`config.mk`:
```
export PLATFORM = sky130hd
export DESIGN_NAME = wdog_timer
export DESIGN_NICKNAME = d
export VERILOG_FILES = /design/src/rtl/wdog_pkg.sv /design/src/rtl/wdog_prescaler.sv /design/src/rtl/wdog_counter.sv /design/src/rtl/wdog_csr.sv /design/src/rtl/wdog_timer.sv
export SDC_FILE = /design/constraint.sdc
export NUM_CORES = 1
export LEC_CHECK = 0
export BUFFER_PORTS_ARGS = -buffer_cell sky130_fd_sc_hd__buf_2
export CORE_MARGIN = 8
export CORE_UTILIZATION = 43
export CTS_CLUSTER_SIZE = 14
export DETAILED_ROUTE_END_ITERATION = 8
export HOLD_SLACK_MARGIN = 0.02
export PLACE_DENSITY = 0.74
export SETUP_SLACK_MARGIN = 0.15
export SYNTH_ARGS = -nofsm -noshare
export SYNTH_HDL_FRONTEND = slang
export SYNTH_SLANG_ARGS = --single-unit
export TNS_END_PERCENT = 50
```
`constraint.sdc`:
```
create_clock -name clk -period 3.6 [get_ports clk]
set_input_delay 0.36 -clock clk [delete_from_list [all_inputs] [get_ports clk]]
set_output_delay 0.36 -clock clk [all_outputs]
set_load 0.01 [all_outputs]
```
`src/rtl/wdog_pkg.sv`:
```
package wdog_pkg;

    localparam int DATA_W   = 8;
    localparam int CKS_W    = 3;
    localparam int NUM_CKS  = 1 << CKS_W;

    localparam int BIT_EN   = 0;
    localparam int BIT_MODE = 1;
    localparam int BIT_RSEL = 2;
    localparam int BIT_OVF  = 3;
    localparam int CKS_LSB  = 4;

    localparam int ADDR_CSR = 0;
    localparam int ADDR_CNT = 1;

    typedef struct packed {
        logic             en;
        logic             mode;
        logic             rsel;
        logic             ovf;
        logic [CKS_W-1:0] cks;
    } csr_t;

    function automatic logic [DATA_W-1:0] csr_pack(input csr_t c);
        logic [DATA_W-1:0] v;
        v = '0;
        v[BIT_EN]                = c.en;
        v[BIT_MODE]              = c.mode;
        v[BIT_RSEL]              = c.rsel;
        v[BIT_OVF]               = c.ovf;
        v[CKS_LSB +: CKS_W]      = c.cks;
        return v;
    endfunction

endpackage

```
`src/rtl/wdog_prescaler.sv`:
```
module wdog_prescaler
    import wdog_pkg::*;
#(
    parameter int BASE_SHIFT = 5
) (
    input  logic             clk,
    input  logic             rst_n,
    input  logic             run_i,
    input  logic             clr_i,
    input  logic [CKS_W-1:0] sel_i,
    output logic             tick_o
);

    localparam int PRE_W = (NUM_CKS - 1) + BASE_SHIFT;

    typedef struct packed {
        logic [PRE_W-1:0] pre;
    } pre_state_t;

    pre_state_t state_d, state_q;
    logic [PRE_W-1:0] mask_tbl [NUM_CKS];
    logic [PRE_W-1:0] mask_sel;

    for (genvar g = 0; g < NUM_CKS; g++) begin : g_mask
        localparam logic [PRE_W:0] ONE_SH = (PRE_W+1)'(1) << (g + BASE_SHIFT);
        assign mask_tbl[g] = ONE_SH[PRE_W-1:0] - 1'b1;
    end

    assign mask_sel = mask_tbl[sel_i];
    assign tick_o   = run_i && !clr_i && ((state_q.pre & mask_sel) == mask_sel);

    always_comb begin
        state_d = state_q;
        if (clr_i) begin
            state_d.pre = '0;
        end else if (run_i) begin
            state_d.pre = state_q.pre + 1'b1;
        end
    end

    always_ff @(posedge clk or negedge rst_n) begin
        if (!rst_n) begin
            state_q <= '0;
        end else begin
            state_q <= state_d;
        end
    end

    // a restart leaves the divider at zero
    a_r7_restart_clears: assert property (@(posedge clk) disable iff (!rst_n)
        clr_i |=> (state_q.pre == '0));

    // a stopped divider does not move
    a_r2_idle_hold: assert property (@(posedge clk) disable iff (!rst_n)
        (!run_i && !clr_i) |=> $stable(state_q.pre));

endmodule

```
`src/rtl/wdog_counter.sv`:
```
module wdog_counter #(
    parameter int CNT_W = 8
) (
    input  logic             clk,
    input  logic             rst_n,
    input  logic             tick_i,
    input  logic             load_i,
    input  logic [CNT_W-1:0] load_val_i,
    output logic [CNT_W-1:0] cnt_o,
    output logic             wrap_o
);

    localparam logic [CNT_W-1:0] CNT_MAX = '1;

    typedef struct packed {
        logic [CNT_W-1:0] cnt;
    } cnt_state_t;

    cnt_state_t state_d, state_q;

    assign wrap_o = tick_i && !load_i && (state_q.cnt == CNT_MAX);
    assign cnt_o  = state_q.cnt;

    always_comb begin
        state_d = state_q;
        if (load_i) begin
            state_d.cnt = load_val_i;
        end else if (tick_i) begin
            state_d.cnt = state_q.cnt + 1'b1;
        end
    end

    always_ff @(posedge clk or negedge rst_n) begin
        if (!rst_n) begin
            state_q <= '0;
        end else begin
            state_q <= state_d;
        end
    end

    // a write lands in the counter on the next clock
    a_r6_load_value: assert property (@(posedge clk) disable iff (!rst_n)
        load_i |=> (state_q.cnt == $past(load_val_i)));

    // no tick and no write means no change
    a_r2_count_hold: assert property (@(posedge clk) disable iff (!rst_n)
        (!tick_i && !load_i) |=> $stable(state_q.cnt));

    // a rollover leaves the counter at zero
    a_r3_wrap_to_zero: assert property (@(posedge clk) disable iff (!rst_n)
        wrap_o |=> (state_q.cnt == '0));

endmodule

```
`src/rtl/wdog_csr.sv`:
```
module wdog_csr
    import wdog_pkg::*;
(
    input  logic clk,
    input  logic rst_n,
    input  logic wr_i,
    input  csr_t wr_fields_i,
    input  logic wrap_i,
    output csr_t csr_o,
    output logic start_o,
    output logic rst_req_o
);

    typedef struct packed {
        csr_t csr;
        logic rst_req;
    } ctl_state_t;

    ctl_state_t state_d, state_q;

    always_comb begin
        state_d = state_q;
        start_o = 1'b0;
        if (wr_i) begin
            state_d.csr.en   = wr_fields_i.en;
            state_d.csr.rsel = wr_fields_i.rsel;
            state_d.csr.ovf  = state_q.csr.ovf & wr_fields_i.ovf;
            if (!state_q.csr.en) begin
                state_d.csr.mode = wr_fields_i.mode;
                state_d.csr.cks  = wr_fields_i.cks;
            end
            start_o = wr_fields_i.en && !state_q.csr.en;
        end
        if (wrap_i) begin
            state_d.csr.ovf = 1'b1;
        end
        state_d.rst_req = wrap_i && state_q.csr.mode;
    end

    always_ff @(posedge clk or negedge rst_n) begin
        if (!rst_n) begin
            state_q <= '0;
        end else begin
            state_q <= state_d;
        end
    end

    assign csr_o     = state_q.csr;
    assign rst_req_o = state_q.rst_req;

    // flag survives anything but a clearing write
    a_r5_flag_sticky: assert property (@(posedge clk) disable iff (!rst_n)
        (state_q.csr.ovf && !(wr_i && !wr_fields_i.ovf)) |=> state_q.csr.ovf);

    // a rollover always leaves the flag set
    a_r5_hw_set_wins: assert property (@(posedge clk) disable iff (!rst_n)
        wrap_i |=> state_q.csr.ovf);

    // without a rollover the flag cannot rise
    a_r5_no_sw_set: assert property (@(posedge clk) disable iff (!rst_n)
        (!state_q.csr.ovf && !wrap_i) |=> !state_q.csr.ovf);

    // mode and clock select are frozen while running
    a_r8_cfg_locked: assert property (@(posedge clk) disable iff (!rst_n)
        state_q.csr.en |=> ($stable(state_q.csr.mode) && $stable(state_q.csr.cks)));

    // request is a single clock wide
    a_r4_single_pulse: assert property (@(posedge clk) disable iff (!rst_n)
        state_q.rst_req |=> !state_q.rst_req);

    // request only in watchdog mode, alongside the flag
    a_r4_mode_gate: assert property (@(posedge clk) disable iff (!rst_n)
        state_q.rst_req |-> (state_q.csr.mode && state_q.csr.ovf));

endmodule

```
`src/rtl/wdog_timer.sv`:
```
module wdog_timer
    import wdog_pkg::*;
#(
    parameter int BASE_SHIFT = 5,
    parameter int CNT_W      = 8,
    parameter int ADDR_W     = 2
) (
    input  logic              clk,
    input  logic              rst_n,
    input  logic [ADDR_W-1:0] addr_i,
    input  logic              wr_en_i,
    input  logic [DATA_W-1:0] wdata_i,
    output logic [DATA_W-1:0] rdata_o,
    output logic              ovf_flag_o,
    output logic              rst_req_o,
    output logic              rst_kind_o
);

    localparam logic [ADDR_W-1:0] A_CSR = ADDR_W'(ADDR_CSR);
    localparam logic [ADDR_W-1:0] A_CNT = ADDR_W'(ADDR_CNT);

    logic             sel_csr, sel_cnt;
    logic             wr_csr, wr_cnt;
    csr_t             wr_fields;
    csr_t             csr;
    logic             start;
    logic             tick;
    logic             wrap;
    logic [CNT_W-1:0] cnt;

    assign sel_csr = (addr_i == A_CSR);
    assign sel_cnt = (addr_i == A_CNT);
    assign wr_csr  = wr_en_i && sel_csr;
    assign wr_cnt  = wr_en_i && sel_cnt;

    always_comb begin
        wr_fields      = '0;
        wr_fields.en   = wdata_i[BIT_EN];
        wr_fields.mode = wdata_i[BIT_MODE];
        wr_fields.rsel = wdata_i[BIT_RSEL];
        wr_fields.ovf  = wdata_i[BIT_OVF];
        wr_fields.cks  = wdata_i[CKS_LSB +: CKS_W];
    end

    wdog_csr u_csr (
        .clk        (clk),
        .rst_n      (rst_n),
        .wr_i       (wr_csr),
        .wr_fields_i(wr_fields),
        .wrap_i     (wrap),
        .csr_o      (csr),
        .start_o    (start),
        .rst_req_o  (rst_req_o)
    );

    wdog_prescaler #(.BASE_SHIFT(BASE_SHIFT)) u_pre (
        .clk   (clk),
        .rst_n (rst_n),
        .run_i (csr.en),
        .clr_i (wr_cnt || start),
        .sel_i (csr.cks),
        .tick_o(tick)
    );

    wdog_counter #(.CNT_W(CNT_W)) u_cnt (
        .clk       (clk),
        .rst_n     (rst_n),
        .tick_i    (tick),
        .load_i    (wr_cnt),
        .load_val_i(wdata_i[CNT_W-1:0]),
        .cnt_o     (cnt),
        .wrap_o    (wrap)
    );

    always_comb begin
        rdata_o = '0;
        if (sel_csr) begin
            rdata_o = csr_pack(csr);
        end else if (sel_cnt) begin
            rdata_o = DATA_W'(cnt);
        end
    end

    assign ovf_flag_o = csr.ovf;
    assign rst_kind_o = csr.rsel;

    // a disabled timer never requests a count
    a_r2_no_tick_disabled: assert property (@(posedge clk) disable iff (!rst_n)
        !csr.en |-> !tick);

    // reset kind is steady across the request pulse
    a_r4_kind_stable: assert property (@(posedge clk) disable iff (!rst_n)
        $rose(rst_req_o) |-> (rst_kind_o == csr.rsel));

endmodule

```
After elaboration in Yosys (flattened, before gate mapping)

Memories as Yosys holds them, arrays and structs flattened.
Cells that the tools add are included.

Add/sub/neg operators: 2
$lt $le $gt $ge: 1
Reductions and logical operators: 17
Bitwise operators: 4
Muxes and demuxes: 12
Eq/ne operators: 3

Operators with widths:

| operator                | number |
|---|---|
| $mux W12                | 4 |
| $mux W8                 | 4 |
| $add A12 B1 Y12 const B | 1 |
| $and A12 B12 Y12        | 1 |
| $eq A12 B12 Y1          | 1 |
| $add A8 B1 Y8 const B   | 1 |
| $eq A8 B8 Y1 const B    | 1 |
| $logic_and A1 B1 Y1     | 8 |
| $reduce_bool A2 Y1      | 3 |
| $ge A4 B4 Y1 const B    | 1 |
| $mux W4                 | 1 |
| $not A3 Y4              | 1 |
| $logic_not A1 Y1        | 3 |
| $mux W3                 | 1 |
| $eq A2 B1 Y1 const B    | 1 |
| $logic_not A2 Y1        | 1 |
| $mux W1                 | 2 |
| $reduce_and A2 Y1       | 1 |
| $and A1 B1 Y1           | 1 |
| $logic_or A1 B1 Y1      | 1 |
| $not A1 Y1              | 1 |

Bits of input ports: 13
Memories: 1
ROM bits: 96
Register bits: 28

Memories:

| memory          | words | bits a word | read ports | clocked after memory_dff | write ports | RTL line             | text |
|---|---|---|---|---|---|---|---|
| (no name shown) | 8     | 12          | 1          | 0                        | 0           | wdog_prescaler.sv:29 | `assign mask_sel = mask_tbl[sel_i];` |

Longest topological paths before layout

Word-level depth: 10
Mapped depth: 7
Gate-level depth less buffers: 6

Modules after synthesis

A second synthesis with hierarchy kept.

Cells, all modules: 158
Area, all modules: 1,614.0 um^2

Modules (own cells, without submodules):

| module         | instances | area each (um^2) | seq. area each (um^2) | cells an instance |
|---|---|---|---|---|
| wdog_prescaler | 1         | 676.9            | 300.3                 | 68 |
| wdog_counter   | 1         | 465.4            | 200.2                 | 51 |
| wdog_csr       | 1         | 320.3            | 200.2                 | 19 |
| wdog_timer     | 1         | 151.4            | 0.0                   | 20 |

Least setup slack after synthesis

OpenSTA, ideal clock, no wires.

Path kind: register to register
Start point: register u_pre.state_q[6] (netlist name)
End point: register u_cnt.state_q (netlist bit u_cnt.cnt_o[6])
Arrival time: 1.830 ns
Required time: 3.518 ns
Path buffers: 1
Stages on the path, launching flop included: 7
Setup slack: 1.688 ns
Library setup time: 0.082 ns
Period minus slack after synthesis: 1.912 ns
Cells stage by stage: dfrtp_1 -> and3_4 -> nand2_1 -> a2111o_1 -> buf_6 -> or4_1 -> a31oi_1

Cells in the longest elaborated chain, start to end: 4

RTL lines:

| item                         | RTL line             | text |
|---|---|---|
| start, declared              | wdog_prescaler.sv:20 | `pre_state_t state_d, state_q;` |
| start signal, assigned       | wdog_prescaler.sv:45 | `state_q <= state_d;` |
| $and A12 B12 Y12             | wdog_prescaler.sv:30 | `assign tick_o = run_i && !clr_i && ((state_q.pre & mask_sel) == mask_sel);` |
| $eq A12 B12 Y1               | wdog_prescaler.sv:30 |  |
| $logic_and A1 B1 Y1          | wdog_prescaler.sv:30 |  |
| $reduce_bool A2 Y1 (no line) | n/a                  |  |
| end signal, assigned         | wdog_counter.sv:37   | `state_q <= state_d;` |
| end, declared                | wdog_counter.sv:19   | `cnt_state_t state_d, state_q;` |

No other way between the ends.
A chain may end at the register's enable or synchronous reset.

Worst setup path in the final report

Start point: register u_pre.state_q[6] (netlist name)
End point: register u_cnt.state_q (netlist bit u_cnt.cnt_o[4])

Same word-level chain as after synthesis.

==> flow_summary.toml <==
[synth]
syn_inst = 167
synthesis.area_sq_um = 1570
synth_nets = 182
synth_edf_count = 0
synthTopCellsByArea = "dfrtp_1 45%, nor2_1 5.5%, nand2_1 4.5%"
seq_area_frac_synth = 0.447
yosys-top-cells-count = "28 x dfrtp_1, 23 x nor2_1, 19 x nand2_1"
yosysMostFrequentCell = "dfrtp_1"
synth.avg_cell_area_sq_um = 9.39
ys_warn_count = 0
synth_top_area_cell = "dfrtp_1"
ys_types = 37
synthFlopType = "dfrtp_1"
ys_ff_latch = 28
synth-async-reset-ratio = 1.00
netlist.area_leader.share = 0.447

[clock_network]
cts_tree = "built"
ctsHoldBuffers = 0
clk_pin_slew_ns = 0.14
cts.path.max_buffers = 2
clk_latency_ns = 0.32
cts_made_buffers = 3
cts_setup_buffers = 0
root_buffer = "clkbuf_4"
clock-sinks = 28
h-tree-depth = 1
cts.repair.resized = 0

[hold_path]
hold_path.class = "in -> async"

[grt]
grt.total_usage = 0.132
grt_max_degree = 29
grt_antenna_before_repair = 0
grt_pass1_vias = 1334
grt_pass1_wl_mm = 6.47
grt-ovfl-total = 0

[detailed_routing]
drcViolationCount = 0
vias = 1282
postRouteAntennaNets = 0
wl_per_cell_um = 15.1
wirelength_mm = 3.53
drt_pre_antenna_iters = 4
avgViaCountPerCell = 5.48
drt_iter0_drc = 75

[setup_path]
crit_fanout = 11
worst-setup-path-type = "reg -> reg"
critPathCaptureType = "flop"
worstSetupStartpointType = "flop"
cp.arrival_ns = 2.43
r2r-start = "u_pre.state_q[6]"
crit_required_ns = 3.80
reg2reg_depth = 5
r2r-end = "u_cnt.cnt_o[4]"
r2r_slack_ns = 1.37

[power_and_ir_drop]
leakage_uw = 0.000751
peakVddDrop_mv = 0.260
total_power_uw = 724
power_density_nw_per_um2 = 421

[sta]
skew_ns = 0.00411
finalSetupTns_ns = 0
hold_viol = 0
worst_pin_slew_ns = 0.784
slew-limit-headroom = 0.478
period_share = 0.620
drv_slew = 0
rsz0062_at_grt = "no"
hold-worst-slack_ns = 0.0378
final.min_clock_period_ns = 2.23
finalSetupViolCount = 0
max_freq_mhz = 448

[floorplanning]
core_region_area_sq_um = 3580
io_pins = 24
die_w_um = 76.4
dieArea_sq_um = 5830
initial_utilization = 0.438
die_y_um = 76.4
num_rows = 22

[cells_and_area]
fin_util = 0.480
diodes = 0
num-nets-final = 203
area_growth_pct = 9.66
fin_cells = 234
drive_above_1_share = 0.194

[placement]
hpwlAfterDp_mm = 2.70
place_inst = 231
routabilityCongestion = 0.874
port_buffers = 23

[flow_run]
drv_cap = 0

[run_status]
outcome = "completed"
## report_power, final
group          switching, uW  internal, uW
sequential              60.5           363
clock                   86.8          39.2
combinational           91.9          82.9
## cell families after synthesis
logic type / after synthesis / synth area share
DFF: 28 / 0.447
adders and majority gates: 2 / 0.0160
AOI/OAI and AO/OA: 32 / 0.141
and+or+nand+nor: 74 / 0.235
muxes: 12 / 0.0806
buffers and inverters: 12 / 0.0415
xor gates and xnor gates: 7 / 0.0391
## metrics by stage
stage,area (sq um),setup WS (ns)
6_report,1720,1.37
5_1_grt,1720,1.25
4_1_cts,1720,1.33
3_5_place_dp,1700,1.21
3_3_place_gp,1700,1.39
2_1_floorplan,1570,1.69
## layout by cell type, fill, tap and decap left out, drive strengths merged
cell / count
or2: 3
and3: 3
or4: 1
or4b: 1
o311ai: 8
a21boi: 1
mux2: 5
nand3: 8
dfrtp: 28
xor2: 6
mux2i: 7
buf: 23
nand2: 19
nor4: 1
nand2b: 4
o211ai: 4
clkbuf: 3
ha: 2
nor2: 23
a2111o: 1
xnor2: 1
nor3b: 1
a31oi: 2
o21ai: 8
or3: 2
nand3b: 1
or2b: 3
nand4: 3
a21oi: 4
nor3: 1
o31ai: 4
inv: 5
## worst max path at each step
stage                startpoint  depth (start not counted)              to
3_3_place_gp          addr_i[1]                          6  u_cnt.cnt_o[7]
6_report       u_pre.state_q[6]                          5  u_cnt.cnt_o[4]
2_1_floorplan  u_pre.state_q[6]                          6  u_cnt.cnt_o[6]
4_1_cts        u_pre.state_q[6]                          5  u_cnt.cnt_o[4]
3_5_place_dp          addr_i[1]                          6  u_cnt.cnt_o[4]
5_1_grt        u_pre.state_q[6]                          5  u_cnt.cnt_o[4]
## registers in the layout (all words and copies together) (netlist names)
signal           count
u_pre.state_q       12
u_csr.rst_req_o      1
u_csr.csr_o          7
u_cnt.cnt_o          8
## worst max-delay path, stage by stage (launching register included)
cell and delay, ns:
dfrtp_1 0.44, and3_4 0.22, nand2_1 0.05, a2111o_1 0.55, or2_0 0.42, o311ai_0 0.43
## cell type report
cell class / instances / area (sq um)
Sequential cell: 28 / 701
Timing Repair Buffer: 23 / 115
Multi-Input combinational cell: 127 / 802
Tap cell: 48 / 60.1
Fill cell: 355 / 1860
Clock buffer: 3 / 22.5
Inverter: 5 / 18.8
## metal layers
| metal | share of wire | vias to the layer above | track usage |
|---|---|---|---|
| li1 | - | 641 | - |
| met1 | 0.47 | 610 | 0.170 |
| met2 | 0.48 | 29 | 0.213 |
| met3 | 0.041 | 2 | 0.0259 |
| met4 | 0.0071 | 0 | 0.0481 |
| met5 | 0 | - | 0 |
No activity file was read; power rests on OpenSTA's default activity.
